### src/rtl/fpadd_pkg.sv
package fpadd_pkg;
  localparam int unsigned DEF_EW = 8;
  localparam int unsigned DEF_MW = 16;

  typedef enum logic {
    OP_ADD = 1'b0,
    OP_SUB = 1'b1
  } fp_op_e;
endpackage

### src/rtl/fpadd_cmp.sv
module fpadd_cmp #(
  parameter int unsigned EW = fpadd_pkg::DEF_EW,
  parameter int unsigned MW = fpadd_pkg::DEF_MW
) (
  input  logic          clk,
  input  logic          rst,
  input  logic          adv,
  input  logic          i_vld,
  input  logic          i_sub,
  input  logic          i_as,
  input  logic [EW-1:0] i_ae,
  input  logic [MW-1:0] i_am,
  input  logic          i_bs,
  input  logic [EW-1:0] i_be,
  input  logic [MW-1:0] i_bm,
  output logic          o_vld,
  output logic [EW-1:0] o_exp,
  output logic [EW-1:0] o_dif,
  output logic          o_lsgn,
  output logic [MW-1:0] o_lman,
  output logic          o_ssgn,
  output logic [MW-1:0] o_sman
);
  logic b_eff;
  logic a_lead;

  always_comb begin
    b_eff  = i_bs ^ (fpadd_pkg::fp_op_e'(i_sub) == fpadd_pkg::OP_SUB);
    a_lead = (i_ae >= i_be);
  end

  always_ff @(posedge clk) begin
    if (rst) begin
      o_vld <= 1'b0;
    end else if (adv) begin
      o_vld <= i_vld;
    end
  end

  always_ff @(posedge clk) begin
    if (adv) begin
      if (a_lead) begin
        o_exp  <= i_ae;
        o_dif  <= i_ae - i_be;
        o_lsgn <= i_as;
        o_lman <= i_am;
        o_ssgn <= b_eff;
        o_sman <= i_bm;
      end else begin
        o_exp  <= i_be;
        o_dif  <= i_be - i_ae;
        o_lsgn <= b_eff;
        o_lman <= i_bm;
        o_ssgn <= i_as;
        o_sman <= i_am;
      end
    end
  end
endmodule

### src/rtl/fpadd_align.sv
module fpadd_align #(
  parameter int unsigned EW = fpadd_pkg::DEF_EW,
  parameter int unsigned MW = fpadd_pkg::DEF_MW
) (
  input  logic          clk,
  input  logic          rst,
  input  logic          adv,
  input  logic          i_vld,
  input  logic [EW-1:0] i_exp,
  input  logic [EW-1:0] i_dif,
  input  logic          i_lsgn,
  input  logic [MW-1:0] i_lman,
  input  logic          i_ssgn,
  input  logic [MW-1:0] i_sman,
  output logic          o_vld,
  output logic [EW-1:0] o_exp,
  output logic          o_lsgn,
  output logic [MW-1:0] o_lman,
  output logic          o_ssgn,
  output logic [MW-1:0] o_sman
);
  logic [MW-1:0] shifted;

  always_comb begin
    if (32'(i_dif) >= MW) shifted = '0;
    else                  shifted = i_sman >> i_dif;
  end

  always_ff @(posedge clk) begin
    if (rst) begin
      o_vld <= 1'b0;
    end else if (adv) begin
      o_vld <= i_vld;
    end
  end

  always_ff @(posedge clk) begin
    if (adv) begin
      o_exp  <= i_exp;
      o_lsgn <= i_lsgn;
      o_lman <= i_lman;
      o_ssgn <= i_ssgn;
      o_sman <= shifted;
    end
  end
endmodule

### src/rtl/fpadd_addsub.sv
module fpadd_addsub #(
  parameter int unsigned EW = fpadd_pkg::DEF_EW,
  parameter int unsigned MW = fpadd_pkg::DEF_MW
) (
  input  logic          clk,
  input  logic          rst,
  input  logic          adv,
  input  logic          i_vld,
  input  logic [EW-1:0] i_exp,
  input  logic          i_lsgn,
  input  logic [MW-1:0] i_lman,
  input  logic          i_ssgn,
  input  logic [MW-1:0] i_sman,
  output logic          o_vld,
  output logic [EW-1:0] o_exp,
  output logic          o_sgn,
  output logic [MW:0]   o_mag
);
  logic [MW:0] mag;
  logic        sgn;

  always_comb begin
    if (i_lsgn == i_ssgn) begin
      mag = {1'b0, i_lman} + {1'b0, i_sman};
      sgn = i_lsgn;
    end else if (i_lman >= i_sman) begin
      mag = {1'b0, i_lman} - {1'b0, i_sman};
      sgn = i_lsgn;
    end else begin
      mag = {1'b0, i_sman} - {1'b0, i_lman};
      sgn = i_ssgn;
    end
  end

  always_ff @(posedge clk) begin
    if (rst) begin
      o_vld <= 1'b0;
    end else if (adv) begin
      o_vld <= i_vld;
    end
  end

  always_ff @(posedge clk) begin
    if (adv) begin
      o_exp <= i_exp;
      o_sgn <= sgn;
      o_mag <= mag;
    end
  end
endmodule

### src/rtl/fpadd_norm.sv
module fpadd_norm #(
  parameter int unsigned EW = fpadd_pkg::DEF_EW,
  parameter int unsigned MW = fpadd_pkg::DEF_MW
) (
  input  logic          clk,
  input  logic          rst,
  input  logic          adv,
  input  logic          i_vld,
  input  logic [EW-1:0] i_exp,
  input  logic          i_sgn,
  input  logic [MW:0]   i_mag,
  output logic          o_vld,
  output logic          o_sgn,
  output logic [EW-1:0] o_exp,
  output logic [MW-1:0] o_man
);
  localparam int unsigned LZW = $clog2(MW + 1);

  logic [LZW-1:0] lz;
  logic           found;
  logic           n_sgn;
  logic [EW-1:0]  n_exp;
  logic [MW-1:0]  n_man;

  always_comb begin
    lz    = '0;
    found = 1'b0;
    for (int i = int'(MW) - 1; i >= 0; i--) begin
      if (!found) begin
        if (i_mag[i]) found = 1'b1;
        else          lz    = lz + 1'b1;
      end
    end
  end

  always_comb begin
    if (i_mag[MW]) begin
      n_man = i_mag[MW:1];
      n_exp = i_exp + 1'b1;
      n_sgn = i_sgn;
    end else if (!found) begin
      n_man = '0;
      n_exp = '0;
      n_sgn = 1'b0;
    end else begin
      n_man = i_mag[MW-1:0] << lz;
      n_exp = i_exp - EW'(lz);
      n_sgn = i_sgn;
    end
  end

  always_ff @(posedge clk) begin
    if (rst) begin
      o_vld <= 1'b0;
      o_sgn <= 1'b0;
      o_exp <= '0;
      o_man <= '0;
    end else if (adv) begin
      o_vld <= i_vld;
      o_sgn <= n_sgn;
      o_exp <= n_exp;
      o_man <= n_man;
    end
  end
endmodule

### src/rtl/fpadd_pipe.sv
module fpadd_pipe #(
  parameter int unsigned EW = fpadd_pkg::DEF_EW,
  parameter int unsigned MW = fpadd_pkg::DEF_MW
) (
  input  logic          clk,
  input  logic          rst,
  input  logic          in_valid,
  output logic          in_ready,
  input  logic          in_sub,
  input  logic          a_sign,
  input  logic [EW-1:0] a_exp,
  input  logic [MW-1:0] a_man,
  input  logic          b_sign,
  input  logic [EW-1:0] b_exp,
  input  logic [MW-1:0] b_man,
  output logic          out_valid,
  input  logic          out_ready,
  output logic          z_sign,
  output logic [EW-1:0] z_exp,
  output logic [MW-1:0] z_man
);
  logic          adv;
  logic          s1_vld, s1_ls, s1_ss;
  logic [EW-1:0] s1_exp, s1_dif;
  logic [MW-1:0] s1_lm, s1_sm;
  logic          s2_vld, s2_ls, s2_ss;
  logic [EW-1:0] s2_exp;
  logic [MW-1:0] s2_lm, s2_sm;
  logic          s3_vld, s3_sgn;
  logic [EW-1:0] s3_exp;
  logic [MW:0]   s3_mag;

  always_comb begin
    adv      = !out_valid || out_ready;
    in_ready = adv;
  end

  fpadd_cmp #(.EW(EW), .MW(MW)) u_cmp (
    .clk(clk), .rst(rst), .adv(adv), .i_vld(in_valid && adv), .i_sub(in_sub),
    .i_as(a_sign), .i_ae(a_exp), .i_am(a_man),
    .i_bs(b_sign), .i_be(b_exp), .i_bm(b_man),
    .o_vld(s1_vld), .o_exp(s1_exp), .o_dif(s1_dif),
    .o_lsgn(s1_ls), .o_lman(s1_lm), .o_ssgn(s1_ss), .o_sman(s1_sm)
  );

  fpadd_align #(.EW(EW), .MW(MW)) u_align (
    .clk(clk), .rst(rst), .adv(adv), .i_vld(s1_vld), .i_exp(s1_exp),
    .i_dif(s1_dif), .i_lsgn(s1_ls), .i_lman(s1_lm), .i_ssgn(s1_ss), .i_sman(s1_sm),
    .o_vld(s2_vld), .o_exp(s2_exp), .o_lsgn(s2_ls), .o_lman(s2_lm),
    .o_ssgn(s2_ss), .o_sman(s2_sm)
  );

  fpadd_addsub #(.EW(EW), .MW(MW)) u_addsub (
    .clk(clk), .rst(rst), .adv(adv), .i_vld(s2_vld), .i_exp(s2_exp),
    .i_lsgn(s2_ls), .i_lman(s2_lm), .i_ssgn(s2_ss), .i_sman(s2_sm),
    .o_vld(s3_vld), .o_exp(s3_exp), .o_sgn(s3_sgn), .o_mag(s3_mag)
  );

  fpadd_norm #(.EW(EW), .MW(MW)) u_norm (
    .clk(clk), .rst(rst), .adv(adv), .i_vld(s3_vld), .i_exp(s3_exp),
    .i_sgn(s3_sgn), .i_mag(s3_mag),
    .o_vld(out_valid), .o_sgn(z_sign), .o_exp(z_exp), .o_man(z_man)
  );
endmodule

### config.mk
export PLATFORM = sky130hd
export DESIGN_NAME = fpadd_pipe
export DESIGN_NICKNAME = d
export VERILOG_FILES = /design/src/rtl/fpadd_pkg.sv /design/src/rtl/fpadd_cmp.sv /design/src/rtl/fpadd_align.sv /design/src/rtl/fpadd_addsub.sv /design/src/rtl/fpadd_norm.sv /design/src/rtl/fpadd_pipe.sv
export SDC_FILE = /design/constraint.sdc
export NUM_CORES = 1
export LEC_CHECK = 0
export ABC_AREA = 1
export BUFFER_PORTS_ARGS = -buffer_cell sky130_fd_sc_hd__buf_2
export CAP_MARGIN = 20
export CORE_MARGIN = 2
export CORE_UTILIZATION = 63
export CTS_BUF_LIST = sky130_fd_sc_hd__clkbuf_2
export CTS_CLUSTER_DIAMETER = 120
export CTS_CLUSTER_SIZE = 8
export DETAILED_ROUTE_END_ITERATION = 8
export PLACE_DENSITY = 0.82
export RECOVER_POWER = 25
export SYNTH_ARGS = -nofsm -noshare
export SYNTH_HDL_FRONTEND = slang
export SYNTH_SLANG_ARGS = --single-unit
export TNS_END_PERCENT = 1
### constraint.sdc
create_clock -name clk -period 11.1 [get_ports clk]
set_clock_uncertainty 0.15 [all_clocks]
set_input_delay 2.22 -clock clk [delete_from_list [all_inputs] [get_ports clk]]
set_output_delay 2.22 -clock clk [all_outputs]
set_load 0.05 [all_outputs]
Yosys cells after proc, flatten, opt, wreduce, memory -nomap -nowiden
Index checks and enable logic that the tools add are counted.
Widths: inputs -> output; s select.

word-level totals
  register bits = 147
  input port bits = 55
  output and inout bits = 27

operators by class
  $add $sub $neg = 22
  order comparisons = 3
  equal/unequal tests = 1
  shifts and indexed selects = 2
  muxes and demuxes = 78
  bitwise operators = 1
  reductions and logical operators = 3

operators by type and width
  kind                 number
  $mux 5               30
  $add 5x1->5 const B  14
  $mux 16              4
  $mux 1               38
  $mux 17              2
  $sub 16x16->17       2
  $mux 8               4
  $add 16x16->17       1
  $ge 16x16->1         1
  $shl 16x5->16        1
  $shr 16x8->16        1
  $sub 8x8->8          2
  $add 8x1->8 const B  1
  $ge 8x5->1 const B   1
  $ge 8x8->1           1
  $sub 8x5->8          1
  $add 1x1->2 const B  1
  $eq 1x1->1           1
  $logic_and 1x1->1    1
  $logic_not 1->1      1
  $logic_or 1x1->1     1
  $xor 1x1->1          1

Logic depth before layout (Yosys ltp)
  depth after elaboration = 49
  mapped depth = 62
  gate-level depth less buffers = 61

Cells and area by module
A second synthesis with hierarchy kept.

second synthesis, totals
  cells, all modules = 1,843
  area total of the unflattened synthesis = 13,073.8 um^2

modules (own cells, without submodules)
  module        instances  cells each  area an instance (um^2)  sequential area each (um^2)
  fpadd_addsub  1          688         4,206.5                  800.8
  fpadd_norm    1          612         3,557.2                  520.5
  fpadd_cmp     1          329         3,071.7                  1,521.5
  fpadd_align   1          210         2,218.4                  1,281.2
  fpadd_pipe    1          4           20.0                     0.0

Least setup slack after synthesis
OpenSTA, ideal clock, no wires.

  path kind = reg-to-reg
  start = reg u_addsub.o_mag[14]
  end = reg u_norm.o_exp[5]
  library setup time = 0.070 ns
  data arrival time = 8.899 ns
  slack = 1.981 ns
  stages on the path, launching flop included = 61
  path buffers = 1
  period minus slack after synthesis = 9.119 ns
  path through = edfxtp_1 > o21ai_1 > inv_1 > ha_1 > inv_1 > a21boi_0 > ha_1 > nand2_1 > o211ai_1 > nand2_1 > inv_1 > ha_1 > o21ai_0 > inv_1 > ha_1 > o21ai_0 > a21boi_0 > ha_1 > [... 25 more ...] > inv_1 > nand2_1 > inv_1 > ha_1 > nand2_1 > inv_1 > nand3_4 > nand2_4 > buf_6 > ha_1 > nand2_1 > nor2_1 > a211oi_1 > nor2_1 > o21ai_0 > a21oi_1 > or2_2 > a21oi_1

between the ends
  word-level cells in the longest chain between the ends = 47
  elaborated cells on any way between the ends = 63
  classes of those cells = 15 x add/sub; 48 x mux

RTL lines
  item                    RTL line            RTL
  start, declared         fpadd_addsub.sv:17  output logic [MW:0] o_mag
  start signal, assigned  fpadd_addsub.sv:47  o_mag <= mag;
  $mux 5                  fpadd_norm.sv:30    if (i_mag[i]) found = 1'b1;
  $mux 5                  fpadd_norm.sv:29    if (!found) begin
  $add 5x1->5             fpadd_norm.sv:31    else lz = lz + 1'b1;
  $mux 5                  fpadd_norm.sv:30
  $mux 5                  fpadd_norm.sv:29
  $add 5x1->5             fpadd_norm.sv:31
  $mux 5                  fpadd_norm.sv:30
  $mux 5                  fpadd_norm.sv:29
  [... 31 more ...]       n/a
  $mux 5                  fpadd_norm.sv:30
  $mux 5                  fpadd_norm.sv:29
  $add 5x1->5             fpadd_norm.sv:31
  $mux 5                  fpadd_norm.sv:30
  $mux 5                  fpadd_norm.sv:29
  $sub 8x5->8             fpadd_norm.sv:47    n_exp = i_exp - EW'(lz);
  $mux 8 (*)              fpadd_norm.sv:41    end else if (!found) begin
  $mux 8 (*)              fpadd_norm.sv:37    if (i_mag[MW]) begin
  end signal, assigned    fpadd_norm.sv:61    o_exp <= n_exp;
  end, declared           fpadd_norm.sv:14    output logic [EW-1:0] o_exp,

Mark *: on every way between the ends. The rest lies on a longest branch, timed or not.
A chain may end at the register's enable or synchronous reset.

Worst setup path in the final report
Ends and elaborated chain as after synthesis.

==> out/qor.csv <==
metric;value;unit
status;complete, but fails checks;
violations;max-capacitance violations, max-slew violations;
drc;0;
cp.buffers_inverters;9;
required;11640;ps
startpoint_type;flop;
endpoint_kind;flop;
power.leakage;5.48;nW
clockBufferDepth;2;
cts_setup_buffers;0;
cts_resized;0;
clockRootBuffer;clkbuf_2;
vias;9485;
crit_arrival;10530;ps
drv_slew;63;
setup_slack;1110;ps
grt_pass1_wl;39.8;mm
top_level_ports;82;
synth_edf_count;118;
grt-ovfl-total;0;
critical_path.max_fanout;23;
fmax;0.100;GHz
peakVddDrop;0.000132;V
cp_top_family;adder cells;
drive_gt1_frac;0.136;
dp_hpwl;19.0;mm
min_path_type;reg -> reg;
grt_max_degree;92;
vias_per_cell;5.59;
syn-cell-area;11000;um2
power.density;209;nW/um2
syn-num-nets;1550;
die_area;18500;um2
fin_crit;9990;ps
async_reset_ff_frac;0;
core_area;17200;um2
drtIter0Drc;586;
timing.critical_path.mode_cell;ha_1;
tightest_slew;2160;ps
report.final.hold_viol_count;0;
final.period_utilization;0.900;
yosysTopAreaCell;edfxtp_1;
worstSetupPathType;reg -> reg;
synth_area_leaders;edfxtp_1 32%, nand2_1 9.5%, ha_1 9.3%, o21ai_0 7.5%, inv_1 6.5%;
max_stage_delay;520;ps
ant_nets;0;
placed_area;11500;um2
slowest_stage;edfxtp_1;
fillerInstances;1476;
initial_core_util;0.640;
max-slew-margin-rel;-0.446;
cts_hold_buf;0;
h-tree-depth;4;
syn_avg_cell_area;7.81;um2
clk_pin_slew;240;ps
synth.ff_latch_count;147;
setup_violations;0;
yosysTopAreaCellShare;0.322;
gp_congestion;0.966;
synth_common_cells;277 x nand2_1, 190 x inv_1, 164 x o21ai_0;
fin_setup_tns;0;ps
area_delta_synth_final;6.34;%
cts_tree;done;
nets;1602;
grt_pass1_vias;8630;
yosysMostFrequentCell;nand2_1;
antenna_found_initial;1;
numPlacedInstances;1665;
clock_latency;730;ps
finalWirelength;24.4;mm
clock-sinks;147;
cts_buffers;17;
rsz0062_at_grt;false;
port_buffers;81;
rows;48;
dieWidth;136;um
max-cap-violations;1;
final_cells;1698;
ys_warn_count;0;
pre_cts_slack;1160;ps
seq_area_frac_synth;0.375;
route.detailed.wl_per_inst;14.4;um
synth_ff_type;edfxtp_1;
gr-usage-all-layers;0.271;
stdcell_area;11700;um2
synth_cell_type_count;57;
firstDrtPassIters;9;
netlist_instances;1407;
die_h;136;um
cells in the final DEF (no fill, tap or decap), drive strengths merged, types with 5 or more instances in the layout:
cell type | Yosys | final
inv | 200 | 204
o21ai | 176 | 176
clkinvlp | 0 | 5
buf | 12 | 81
nor2 | 104 | 104
nand4 | 8 | 8
edfxtp | 118 | 118
ha | 82 | 82
xor2 | 22 | 22
dfxtp | 29 | 29
fa | 6 | 6
clkbuf | 39 | 23
o22ai | 8 | 8
a21oi | 112 | 112
nor3 | 17 | 17
nand2 | 307 | 307
a31oi | 15 | 15
o211ai | 10 | 10
or2 | 11 | 11
nand3 | 86 | 86
o21bai | 5 | 5
through the flow:
step / total power, W / utilization / hold WS (ps)
finish: 0.00245 / 0.681 / 285
global route: 0.00266 / 0.681 / 296
CTS: 0.00245 / 0.682 / 296
detailed placement: 0.00216 / 0.669 / 255
global placement: 0.00213 / 0.668 / 251
floorplan: 0.00185 / - / 250
sequential cells by signal, indices dropped and copies added (netlist names), 8 cells and up:
signal / flops
u_addsub.o_exp: 8
u_addsub.o_mag: 17
u_align.o_exp: 8
u_align.o_lman: 16
u_align.o_sman: 16
u_cmp.o_dif: 8
u_cmp.o_exp: 8
u_cmp.o_lman: 16
u_cmp.o_sman: 16
u_norm.o_exp: 8
u_norm.o_man: 16
final cells by class:
type	count	area (um2)	area share
inverter	201	756	0.0646
tap	225	282	0.0241
timing repair buffer	85	425	0.0364
clock inverter	13	125	0.0107
multi-input combinational	1007	5880	0.503
sequential	147	4120	0.353
clock buffer	19	95.1	0.00813
antenna	1	2.50	0.000214
where the power goes:
group / internal, W / switching, W / total [W]
Sequential: 0.000745 / 0.000119 / 0.000864
Clock: 0.0000863 / 0.000208 / 0.000294
Combinational: 0.000412 / 0.000877 / 0.00129
Total: 0.00124 / 0.00120 / 0.00245
layer usage:
layer,vias to the layer above,routed length (um),track usage
met1,4261,10200,0.327
met2,305,12100,0.476
met5,-,0,0
li1,4841,-,-
met3,78,1200,0.0418
met4,0,947,0.126
cell families after synthesis:
family	share of synthesized area
flops	0.375
mux	0.00376
fa+ha+maj	0.104
simple gates	0.230
xor+xnor	0.0199
compound gates	0.176
buf+inv	0.0904
worst reg2reg max path: cells and delay by family (launching register included):
kind	cells	cell delay, ps
compound gates	13	2200
fa+ha+maj	14	3780
simple gates	21	2850
buf+inv	9	480
flops	1	520
worst paths after layout:
path	startpoint	endpoint	slack (ps)	depth (start not counted)
hold / removal	u_align.o_exp[1]	u_addsub.o_exp[1]	280	0
hold reg to reg	u_align.o_exp[1]	u_addsub.o_exp[1]	280	0
setup / recovery	u_addsub.o_mag[14]	u_norm.o_exp[5]	1110	57
setup reg to reg	u_addsub.o_mag[14]	u_norm.o_exp[5]	1110	57
Power figures use the tool's default switching activity.
